--- src/rtl/pwq_pkg.sv ---
// Package: pwq_pkg
// Shared defaults for the pulse-width qualifier. Assumes nothing beyond
// being compiled ahead of every module that imports it.
package pwq_pkg;
    // Default width of the programmed interval counter.
    localparam int unsigned PWQ_CNT_W_DEF  = 8;
    // Default number of synchronizer flops (at least two).
    localparam int unsigned PWQ_SYNC_DEF   = 2;
    // Lowest synchronizer depth the design supports.
    localparam int unsigned PWQ_SYNC_MIN   = 2;
endpackage

--- src/rtl/pwq_sync.sv ---
// Module: pwq_sync
// Multi-flop synchronizer for a single asynchronous level. Exposes the
// final synchronised level and the stage just before it, so that a
// consumer can register a value in step with the final stage.
// Assumes STAGES >= 2 and a synchronous active-low reset to zero.
module pwq_sync
    import pwq_pkg::*;
#(
    parameter int unsigned STAGES = PWQ_SYNC_DEF
) (
    input  logic clk,
    input  logic rst_n,
    input  logic async_in,
    output logic lead_out,
    output logic sync_out
);
    localparam int unsigned LAST = STAGES - 1;

    logic [LAST:0] chain_q;

    // Purpose: shift the input through the flop chain.
    always_ff @(posedge clk) begin
        if (!rst_n) chain_q <= '0;
        else        chain_q <= {chain_q[LAST-1:0], async_in};
    end

    // Purpose: tap the final and penultimate stages.
    always_comb begin
        sync_out = chain_q[LAST];
        lead_out = chain_q[LAST-1];
    end

    // Purpose: check the configured depth at elaboration.
    generate
        if (STAGES < PWQ_SYNC_MIN) begin : g_bad_depth
            initial $display("pwq_sync: STAGES below minimum");
        end
    endgenerate
endmodule

--- src/rtl/pwq_timer.sv ---
// Module: pwq_timer
// Non-retriggerable down-counter. A start request while idle loads the
// programmed interval; start requests while counting are dropped. Also
// reports whether the counter will be at zero after the current edge.
// Assumes load_val is stable only in the start cycle.
module pwq_timer #(
    parameter int unsigned CNT_W = 8
) (
    input  logic             clk,
    input  logic             rst_n,
    input  logic             start_req,
    input  logic [CNT_W-1:0] load_val,
    output logic             busy,
    output logic             accepted,
    output logic             done_next
);
    logic [CNT_W-1:0] rem_q;
    logic [CNT_W-1:0] rem_d;

    // Purpose: decide acceptance and the next remaining count.
    always_comb begin
        busy     = (rem_q != '0);
        accepted = start_req && !busy;
        if (accepted)  rem_d = load_val;
        else if (busy) rem_d = rem_q - CNT_W'(1);
        else           rem_d = '0;
        done_next = (rem_d == '0);
    end

    // Purpose: hold the remaining interval.
    always_ff @(posedge clk) begin
        if (!rst_n) rem_q <= '0;
        else        rem_q <= rem_d;
    end


    no_retrigger_chk: assert property (@(posedge clk) disable iff (!rst_n)
        (rem_q != '0) |=> (rem_q == $past(rem_q) - CNT_W'(1)));


    load_width_chk: assert property (@(posedge clk) disable iff (!rst_n)
        (start_req && rem_q == '0) |=> (rem_q == $past(load_val)));
endmodule

--- src/rtl/pulse_width_qualifier.sv ---
// Module: pulse_width_qualifier
// Passes the part of an input pulse that outlasts min_width clock cycles.
// A rising edge of the synchronised input, when the timer is idle, starts
// a programmed interval; the pulse is marked pending and is released to
// the output once the interval has ended, until the input falls.
// Assumes pulse_in is asynchronous; min_width is sampled at edge accept.
module pulse_width_qualifier
    import pwq_pkg::*;
#(
    parameter int unsigned CNT_W       = PWQ_CNT_W_DEF,
    parameter int unsigned SYNC_STAGES = PWQ_SYNC_DEF
) (
    input  logic             clk,
    input  logic             rst_n,
    input  logic             pulse_in,
    input  logic [CNT_W-1:0] min_width,
    output logic             pulse_out
);
    logic lead_lvl;
    logic sync_lvl;
    logic rise;
    logic tmr_busy;
    logic tmr_accept;
    logic tmr_done_nxt;
    logic pend_q;
    logic pend_d;
    logic out_q;

    pwq_sync #(.STAGES(SYNC_STAGES)) u_sync (
        .clk      (clk),
        .rst_n    (rst_n),
        .async_in (pulse_in),
        .lead_out (lead_lvl),
        .sync_out (sync_lvl)
    );

    // Purpose: detect a rising edge about to appear on the synced level.
    always_comb rise = lead_lvl && !sync_lvl;

    pwq_timer #(.CNT_W(CNT_W)) u_timer (
        .clk       (clk),
        .rst_n     (rst_n),
        .start_req (rise),
        .load_val  (min_width),
        .busy      (tmr_busy),
        .accepted  (tmr_accept),
        .done_next (tmr_done_nxt)
    );

    // Purpose: a pulse stays pending from acceptance until it falls.
    always_comb pend_d = tmr_accept || (pend_q && lead_lvl);

    // Purpose: register the pending flag and the gated output.
    always_ff @(posedge clk) begin
        if (!rst_n) begin
            pend_q <= 1'b0;
            out_q  <= 1'b0;
        end else begin
            pend_q <= pend_d;
            out_q  <= lead_lvl && pend_d && tmr_done_nxt;
        end
    end

    assign pulse_out = out_q;


    quiet_while_timing_chk: assert property (@(posedge clk) disable iff (!rst_n)
        pulse_out |-> !tmr_busy);


    only_pending_chk: assert property (@(posedge clk) disable iff (!rst_n)
        pulse_out |-> pend_q);


    fall_with_input_chk: assert property (@(posedge clk) disable iff (!rst_n)
        !lead_lvl |=> !pulse_out);
endmodule

--- config.mk ---
export PLATFORM = sky130hd
export DESIGN_NAME = pulse_width_qualifier
export DESIGN_NICKNAME = d
export VERILOG_FILES = /design/src/rtl/pwq_pkg.sv /design/src/rtl/pwq_sync.sv /design/src/rtl/pwq_timer.sv /design/src/rtl/pulse_width_qualifier.sv
export SDC_FILE = /design/constraint.sdc
export NUM_CORES = 1
export LEC_CHECK = 0
export ABC_CLOCK_PERIOD_IN_PS = 3800
export BUFFER_PORTS_ARGS = -buffer_cell sky130_fd_sc_hd__buf_4
export CORE_AREA = 5 5 42 44
export DETAILED_ROUTE_END_ITERATION = 16
export DIE_AREA = 0 0 47 49
export GPL_ROUTABILITY_DRIVEN = 0
export GPL_TIMING_DRIVEN = 0
export PLACE_DENSITY = 0.75
export SYNTH_ARGS = -nofsm -noshare
export SYNTH_HDL_FRONTEND = slang
export SYNTH_HIERARCHICAL = 1
export SYNTH_SLANG_ARGS = --single-unit
--- constraint.sdc ---
create_clock -name clk -period 3.8 [get_ports clk]
set_input_delay 0.76 -clock clk [delete_from_list [all_inputs] [get_ports clk]]
set_output_delay 0.76 -clock clk [all_outputs]
set_load 0.02 [all_outputs]
==> flow_results.org, run 1 <==
** Synthesis
- The synthesized netlist occupies a cell area of 698 sq um.
- Average footprint of a synthesized cell :: 8.73 sq um
- Synthesis inferred 12 register bits.
- Post-synth top area share :: 34.4%
- Fraction of synthesis flops using an asynchronous set or reset pin :: 0%
- For this run, the leading register cell type out of synthesis is sky130_fd_sc_hd__dfxtp_1.
- For this run, the register share of the synthesized area comes to 34.4%.
- Nets in the synthesized netlist :: 92
- Synth top area cells :: sky130_fd_sc_hd__dfxtp_1 (34%), sky130_fd_sc_hd__a21oi_1 (4.3%), sky130_fd_sc_hd__nor2_1 (4.3%)
- The number of different library cells used by synthesis comes to 35.
- Synthesis produced 80 cells.
- Post-synthesis cell type with the largest combined area :: sky130_fd_sc_hd__dfxtp_1
- Number of enable-type register cells in the synthesized netlist :: 0
- For this run, the number of Yosys warnings is 6.

** Floorplan
- In this run the vertical extent of the chip is slightly below 50 microns.
- Core outline area :: 0.00140 sq mm
- For this design the top-level I/O count stands at 12.
- Initial standard-cell utilization of the core :: between 40% and 50%
- The die is 47 microns wide.
- The die covers approximately 0.0023 sq mm.
- The initialized floorplan defines 14 standard-cell rows.

** Routing
- Detailed routing placed a total of about 750 microns of wire on met2.
- Total wire length :: around 1.6 mm
- DR pass1 iterations :: 4
- Uppermost signal routing layer after detailed routing :: met4
- The detailed router put a total of 708 microns of wire on met1.
- Met3 routed wirelength :: 80 microns
- After detailed routing, the average wire length per cell comes to 14.1 microns.
- After detailed routing, the number of remaining DRC violations is 0.
- Vias per inst :: just under 6
- Final antenna-violating net count :: 0
- The detailed router finished its first iteration with 17 violations.
- Total via count after detailed routing :: 638

** Pwr
- Peak supply drop :: 0.337 mV
- P_int :: around 0.00037 W
- Power per standard cell area :: 786 mW/mm^2
- Power after layout :: 0.000647 W
- Of the total power, the share spent switching nets is between 40 and 50%.
- Sequential share of power :: 33.2%
- Combinational cells account for between 50% and 60% of the total power.
- Total leakage power :: 0.345 nW
- In this run the power spent charging and discharging nets is approximately 0.00028 W.
- In this run, the clock network consumes 12.3% of the power.

** Global routing
- GR Util All Layers :: 15.8%
- Entering global routing, the biggest net connects 11 pins.
- The initial antenna violation count came to 0.
- The first global-routing pass estimated 2.62 mm of wire.
- Via count of the first global-routing pass :: 626
- Summed over all layers, the global routing overflow is 0.

** Clock tree
- Counting the buffers created by CTS gives 3.
- After clock tree synthesis, the clock-pin slew on the worst setup and hold paths is 0.07 ns.
- Post-CTS setup buffer count :: 0
- Post-CTS repair changed the size of 0 cells.
- The clock passes through at most 2 buffers.
- Number of hold-repair buffers added at the cts stage :: 0
- TritonCTS built the clock tree.
- The cell sitting at the root of the clock tree is a sky130_fd_sc_hd__clkbuf_4.
- The clock reaches the later pin of the worst-skew pair after between 0.2 and 0.3 ns.
- Clock sink count :: 12
- In this run the number of H-tree levels came out at 1.

** Final layout
- Final Net Count :: 108
- Layout cells sized above 1 :: approximately a quarter
- After routing the design area is approximately 820 sq um.
- The repair_antennas step left the layout with diodes totalling 0.
- Fill cells in the final layout number 144.
- Layout-stage area growth over the synthesis result :: 17.9%

** STA
- Unrepaired setup endpoints after global routing :: no
- Max Clk Rate :: between 0.5 and 0.6 GHz
- Of the available clock period, the critical path in the final layout requires 49.2%.
- Setup TNS :: 0 ns
- Clock period minus worst slack :: ~1.9 ns
- The count of final hold-check violations was 0.
- Pin slew with the least headroom to its limit :: 0.471 ns
- Slew Limit Fails :: 0
- The worst path meets setup with 1.93 ns of slack.
- Worst Skew :: 0.00188 ns
- The worst pin sits at a relative slew slack of 68.3%.
- Setup violations remaining at the end of the flow were counted as 0.

** Worst setup path
- CP bufs+invs :: 1
- Crit-path leading delay family :: simple AND/OR/NAND/NOR gates
- Endpoint kind of the worst setup timing path :: flop
- CP Data Arrival Time :: roughly 2.1 ns
- STA classifies the critical path startpoint as a flop.
- Critical path cell sequence :: inv_1 > ha_1 > nor4b_4 > nor2b_1 > a31oi_1 > a211oi_2 > o2111a_1
- Of all nets on the critical path, the largest fanout is 7.
- The worst register-to-register path has a depth of 7.
- The worst setup path is of the reg -> reg kind.
- Cell depth of the worst setup path :: 7
- STA puts the critical path data required time at 4.02 ns.
- CP peak stage delay :: 0.38 ns
- Crit path max-delay cell type :: sky130_fd_sc_hd__nor4b_4

** Place
- Pre-CTS setup slack :: 1.95 ns
- Summed over all nets, the half-perimeter wirelength after detailed placement is 1.18 mm.
- The placed instances occupy a cell area of 801 sq um.
- Input and output buffers added on the ports amount to 11.

** Run status
- Outcome :: complete, no violations

** Run
- Number of violations of the max-capacitance limit :: 0

** Hold path
- Cell count of the worst hold path :: 1
- Class of the worst hold path :: reg -> reg
-- metal layers --
layer,track usage (%),up-vias
met1,20.3,298
met3,4.43,2
met4,9.68,0
met5,0,-
met2,22.4,15
li1,-,323
-- state kept, by name (all words and copies together), names as in the netlist --
name and flops:
u_sync/chain_q 2, pulse_out 1, u_timer/rem_q 8, pend_q 1
-- layout make-up --
type,count,area [sq um],share of cell area (%)
Buffer,2,8.76,1.06
Clock buffer,3,22.5,2.74
Inverter,4,15.0,1.82
Multi-Input combinational cell,62,434,52.7
Sequential cell,12,240,29.2
Tap cell,16,20.0,2.43
Timing Repair Buffer,11,82.6,10.0
-- cells in the final DEF, fill, tap and decap left out, types with 2 or more instances in the layout --
cell type / n
sky130_fd_sc_hd__clkbuf_4: 3
sky130_fd_sc_hd__inv_1: 3
sky130_fd_sc_hd__nand3_1: 4
sky130_fd_sc_hd__a21oi_1: 6
sky130_fd_sc_hd__nor2b_1: 3
sky130_fd_sc_hd__nor3_1: 4
sky130_fd_sc_hd__and3_1: 3
sky130_fd_sc_hd__o21a_1: 3
sky130_fd_sc_hd__a31oi_1: 2
sky130_fd_sc_hd__nor2_1: 8
sky130_fd_sc_hd__a211oi_2: 2
sky130_fd_sc_hd__nor4_1: 2
sky130_fd_sc_hd__and2_1: 3
sky130_fd_sc_hd__buf_4: 11
sky130_fd_sc_hd__nand2_1: 3
sky130_fd_sc_hd__o21ai_0: 2
sky130_fd_sc_hd__dfxtp_1: 12
-- path summary, 6_finish.rpt --
path,from,endpoint,slack (ns)
max,u_timer/rem_q[0]$_SDFF_PN0_,pulse_out$_SDFF_PN0_,1.93
min,u_sync/chain_q[0]$_SDFF_PN0_,pulse_out$_SDFF_PN0_,0.49
max reg2reg,u_timer/rem_q[0]$_SDFF_PN0_,pulse_out$_SDFF_PN0_,1.93
min reg2reg,u_sync/chain_q[0]$_SDFF_PN0_,pulse_out$_SDFF_PN0_,0.49
-- synthesized netlist by cell type (2+ instances only) --
| cell | count |
|---|---|
| sky130_fd_sc_hd__o21a_1 | 3 |
| sky130_fd_sc_hd__and3_1 | 3 |
| sky130_fd_sc_hd__nor2_1 | 8 |
| sky130_fd_sc_hd__inv_1 | 3 |
| sky130_fd_sc_hd__nor2b_1 | 3 |
| sky130_fd_sc_hd__a211oi_2 | 2 |
| sky130_fd_sc_hd__nand2_1 | 3 |
| sky130_fd_sc_hd__a31oi_1 | 2 |
| sky130_fd_sc_hd__nand3_1 | 4 |
| sky130_fd_sc_hd__dfxtp_1 | 12 |
| sky130_fd_sc_hd__and2_1 | 3 |
| sky130_fd_sc_hd__a21oi_1 | 6 |
| sky130_fd_sc_hd__nor3_1 | 4 |
| sky130_fd_sc_hd__nor4_1 | 2 |
| sky130_fd_sc_hd__o21ai_0 | 2 |
-- logic make-up (layout without fill, tap and decap cells) --
family	count (synthesis)	after routing	share of synthesized area, %
XOR/XNOR	2	2	2.51
flip-flops	12	12	34.4
AO/OA/AOI/OAI	23	23	26.7
AND/OR/NAND/NOR	35	35	29.8
buffers and inverters	6	20	3.40
multiplexers	1	1	1.43
adder cells (fa/ha/maj)	1	1	1.79
-- per-stage QoR --
stage	instances	util [%]	hold slack, ns
after floorplan	80	-	0.467
after global placement	107	57.1	0.495
after detailed placement	107	57.1	0.492
after CTS	110	58.8	0.502
after global routing	110	58.8	0.528
final	110	58.8	0.493
-- power by group through the flow --
stage / combinational, W / clock [W] / sequential, W
after floorplan: 0.000294 / 0 / 0.000206
after global placement: 0.000348 / 0 / 0.000216
after detailed placement: 0.000353 / 0 / 0.000217
after CTS: 0.000355 / 0.0000819 / 0.000213
after global routing: 0.000399 / 0.0000892 / 0.000221
final: 0.000353 / 0.0000795 / 0.000215
(Power assumes the default switching activity.)
==> run 2: changes to the inputs <==
--- a/config.mk
+++ b/config.mk
@@ -5,14 +5,14 @@
 export SDC_FILE = /design/constraint.sdc
 export NUM_CORES = 1
 export LEC_CHECK = 0
-export ABC_CLOCK_PERIOD_IN_PS = 3800
+export ABC_CLOCK_PERIOD_IN_PS = 1600
 export BUFFER_PORTS_ARGS = -buffer_cell sky130_fd_sc_hd__buf_4
-export CORE_AREA = 5 5 42 44
+export CORE_MARGIN = 5
+export CORE_UTILIZATION = 47
 export DETAILED_ROUTE_END_ITERATION = 16
-export DIE_AREA = 0 0 47 49
 export GPL_ROUTABILITY_DRIVEN = 0
 export GPL_TIMING_DRIVEN = 0
-export PLACE_DENSITY = 0.75
+export PLACE_DENSITY = 0.71
 export SYNTH_ARGS = -nofsm -noshare
 export SYNTH_HDL_FRONTEND = slang
 export SYNTH_HIERARCHICAL = 1
==> constraint.sdc (replaced) <==
create_clock -name clk -period 1.6 [get_ports clk]
set_input_delay 0.32 -clock clk [delete_from_list [all_inputs] [get_ports clk]]
set_output_delay 0.32 -clock clk [all_outputs]
set_load 0.02 [all_outputs]
==> flow_results.org, run 2 (synthesis gave the netlist of run 1 again) <==
** Run status
- The run finished, with violations left.
- The checks that failed: negative setup slack.

** Pwr
- Total leakage power :: 0.401 nW
- For this design the ratio of total power to cell area is 2070 mW/mm^2.
- Peak supply drop :: 1.07 mV

** STA
- Final hold violation count :: 0
- Setup violation total in the final timing report :: 3
- Headroom to the max-slew limit came out at around three fifths.
- Between clock sinks in the finished design, the worst skew comes to 0.00455 ns.
- Post-layout worst setup margin :: -0.141 ns
- Dividing the final minimum period by the clock period gives 109%.
- Timing would allow up to about 0.57 GHz.
- At the pin with the least slew margin, the transition time is 0.584 ns.
- Post-route worst hold slack :: roughly 0.25 ns
- Clock period minus worst slack :: 1.74 ns
- Unrepaired setup endpoints after global routing :: yes
- Slew Limit Fails :: 0

** Final layout
- # diodes :: 0
- The layout has 120 filler cells.
- Sequential cell area :: 248 sq um
- The library cell used most frequently in the layout, excluding fill and tap cells, is sky130_fd_sc_hd__buf_4.
- After routing the design area is ~950 sq um.
- The largest registers in the layout are u_timer/rem_q x8, u_sync/chain_q x2.
- The register with the most flip-flops in the layout has 8 of them.
- Layout-stage area growth over the synthesis result :: 36.4%
- For this run, the post-layout net count is 117.
- Once layout is complete, the utilization of the core stands at roughly two thirds.
- Most frequent cells in the layout :: sky130_fd_sc_hd__buf_4 (18), sky130_fd_sc_hd__dfxtp_1 (8), sky130_fd_sc_hd__nor2_1 (8)
- Largest reg by FF count :: u_timer/rem_q
- Multi-input combinational cell area :: 477 sq um
- Layout cells sized above 1 :: 44.7%

** Floorplan
- Vert. Die Dim :: 48.5 microns
- Initial standard-cell utilization of the core :: 48.0%
- In this run the count of I/O pins placed on the die edge is 12.
- Core outline area :: approximately 0.0015 sq mm
- The floorplan step defined a die boundary enclosing 0.00236 sq mm.
- Row generation in the floorplan step produced 14 rows.
- Horizontal extent of the die :: 48.5 microns

** Hold path
- The startpoint identified for the worst hold timing path is pulse_in.
- Class of the worst hold path :: in -> reg
- Along the worst hold path, the cell count comes to 2.
- Terminating pin of the worst hold path :: u_sync/chain_q[0]$_SDFF_PN0_

** Global routing
- Sum of overflow across all layers after global routing :: 0
- The via count of the first global-routing pass was 742.
- Pin count of the biggest net entering global routing :: 11
- GR Util All Layers :: 16.4%
- Number of antenna violations at the first check in global routing :: 0
- Global-route wire length before repair :: roughly 3.1 mm

** Worst setup path
- The worst register-to-register path has a setup slack of -0.14 ns.
- In this design, the largest share of critical-path delay is due to simple AND/OR/NAND/NOR gates.
- CP bufs+invs :: 1
- In this run the critical register-to-register path is captured at pulse_out$_SDFF_PN0_.
- STA classifies the critical path endpoint as a flop.
- Startpoint type of the worst setup path :: flop
- Critical Path Fanout Max :: 5
- In this run the critical register-to-register path is launched from u_timer/rem_q[0]$_SDFF_PN0_.
- Critical path cell sequence :: inv_2 > ha_4 > nor4b_4 > nor2b_4 > a31oi_1 > a211oi_2 > o2111a_1
- STA puts the critical path data required time at about 1.8 ns.
- The largest individual stage delay along the critical path comes from the cell sky130_fd_sc_hd__nor4b_4.
- The worst register-to-register path has a depth of 7.
- Data arrives at the worst endpoint at 1.95 ns.
- CP peak stage delay :: between 0.3 and 0.4 ns
- The worst setup path is of the reg -> reg kind.

** Run
- Number of violations of the max-capacitance limit :: 0

** Place
- Estimated wirelength of the detail-placed design :: ~1.2 mm
- Placed Instance Area :: 808 sq um
- Input and output buffers added on the ports amount to 11.

** Routing
- The first detailed-routing pass ran for 4 iterations.
- Wire length per cell :: 15.9 microns
- Total wire length :: 1.90 mm
- Dividing the detail-routed via count by the number of cells gives 6.06.
- 1st-iter DRT viols :: 29
- For this block, the via count after detailed routing is 721.
- Total DRC errors in the routed layout :: 0
- In this run the remaining antenna-violating nets after routing total 0.

** Clock tree
- Buffers inserted to repair hold after CTS numbered 0.
- The clock passes through at most 2 buffers.
- Clock-pin slew was measured on the worst setup and hold paths at 0.07 ns.
- CTS tree :: yes
- Clk_lat worst skew :: 0.27 ns
- Clk Tree Root Cell :: sky130_fd_sc_hd__clkbuf_4
- Clock sink count :: 12
- Clock tree synthesis inserted a total of 3 buffers.
- CTS H-tree depth :: 1
## run 2: changes by cell type in the layout (fill, tap and decap cells not counted), moves of 2 or more
cell and change:
sky130_fd_sc_hd__buf_4 +7, sky130_fd_sc_hd__dfxtp_1 -4, sky130_fd_sc_hd__dfxtp_2 +3, sky130_fd_sc_hd__buf_6 +2
sky130_fd_sc_hd__inv_1 -2
## run 2: through the flow
step	TNS (ns)	std cells	total power [W]	setup slack (ns)
2_1_floorplan	-0.0153	80	0.00120	-0.0153
3_3_place_gp	-0.310	107	0.00136	-0.140
3_5_place_dp	-0.403	107	0.00138	-0.131
4_1_cts	-0.0888	116	0.00179	-0.0888
5_1_grt	-0.546	119	0.00212	-0.193
6_report	-0.189	119	0.00197	-0.141
## run 2: worst max path at each step
stage	from	end	slack [ns]	depth (start not counted)
floorplan	u_timer/rem_q[3]$_SDFF_PN0_	pulse_out$_SDFF_PN0_	-0.02	5
global placement	u_timer/rem_q[0]$_SDFF_PN0_	pulse_out$_SDFF_PN0_	-0.14	7
detailed placement	u_timer/rem_q[0]$_SDFF_PN0_	pulse_out$_SDFF_PN0_	-0.13	7
CTS	u_timer/rem_q[3]$_SDFF_PN0_	pulse_out$_SDFF_PN0_	-0.09	5
global route	u_timer/rem_q[0]$_SDFF_PN0_	pulse_out$_SDFF_PN0_	-0.19	7
finish	u_timer/rem_q[0]$_SDFF_PN0_	pulse_out$_SDFF_PN0_	-0.14	7
## run 2: power breakdown
part / switching (W) / internal (W) / leakage, nW / total, W
logic: 0.000591 / 0.000660 / 0.287 / 0.00125
clock network: 0.0000984 / 0.0000871 / 0.0138 / 0.000185
registers: 0.000142 / 0.000393 / 0.100 / 0.000536
## run 2: area by class of cell
type / count / share of cell area, %
well taps: 16 / 2.10
multi-input cells: 62 / 50.1
plain buffers: 2 / 1.05
inverters: 4 / 1.84
repair buffers: 20 / 16.6
clock buffers: 3 / 2.37
flip-flops and latches: 12 / 26.0
## run 2: per-layer routing
metal | up-vias | global-route usage, % | share of wire, %
li1 | 344 | - | -
met2 | 31 | 26.3 | 49
met3 | 2 | 4.91 | 6.5
met4 | 0 | 7.17 | 0.53
met5 | - | 0 | 0
met1 | 344 | 19.9 | 44
## run 2: what timing repair did
action                     in CTS  in global routing
pin swaps                       3                  6
setup endpoints to repair       8                 10
buffers inserted                6                  3
gates resized for setup         7                  9
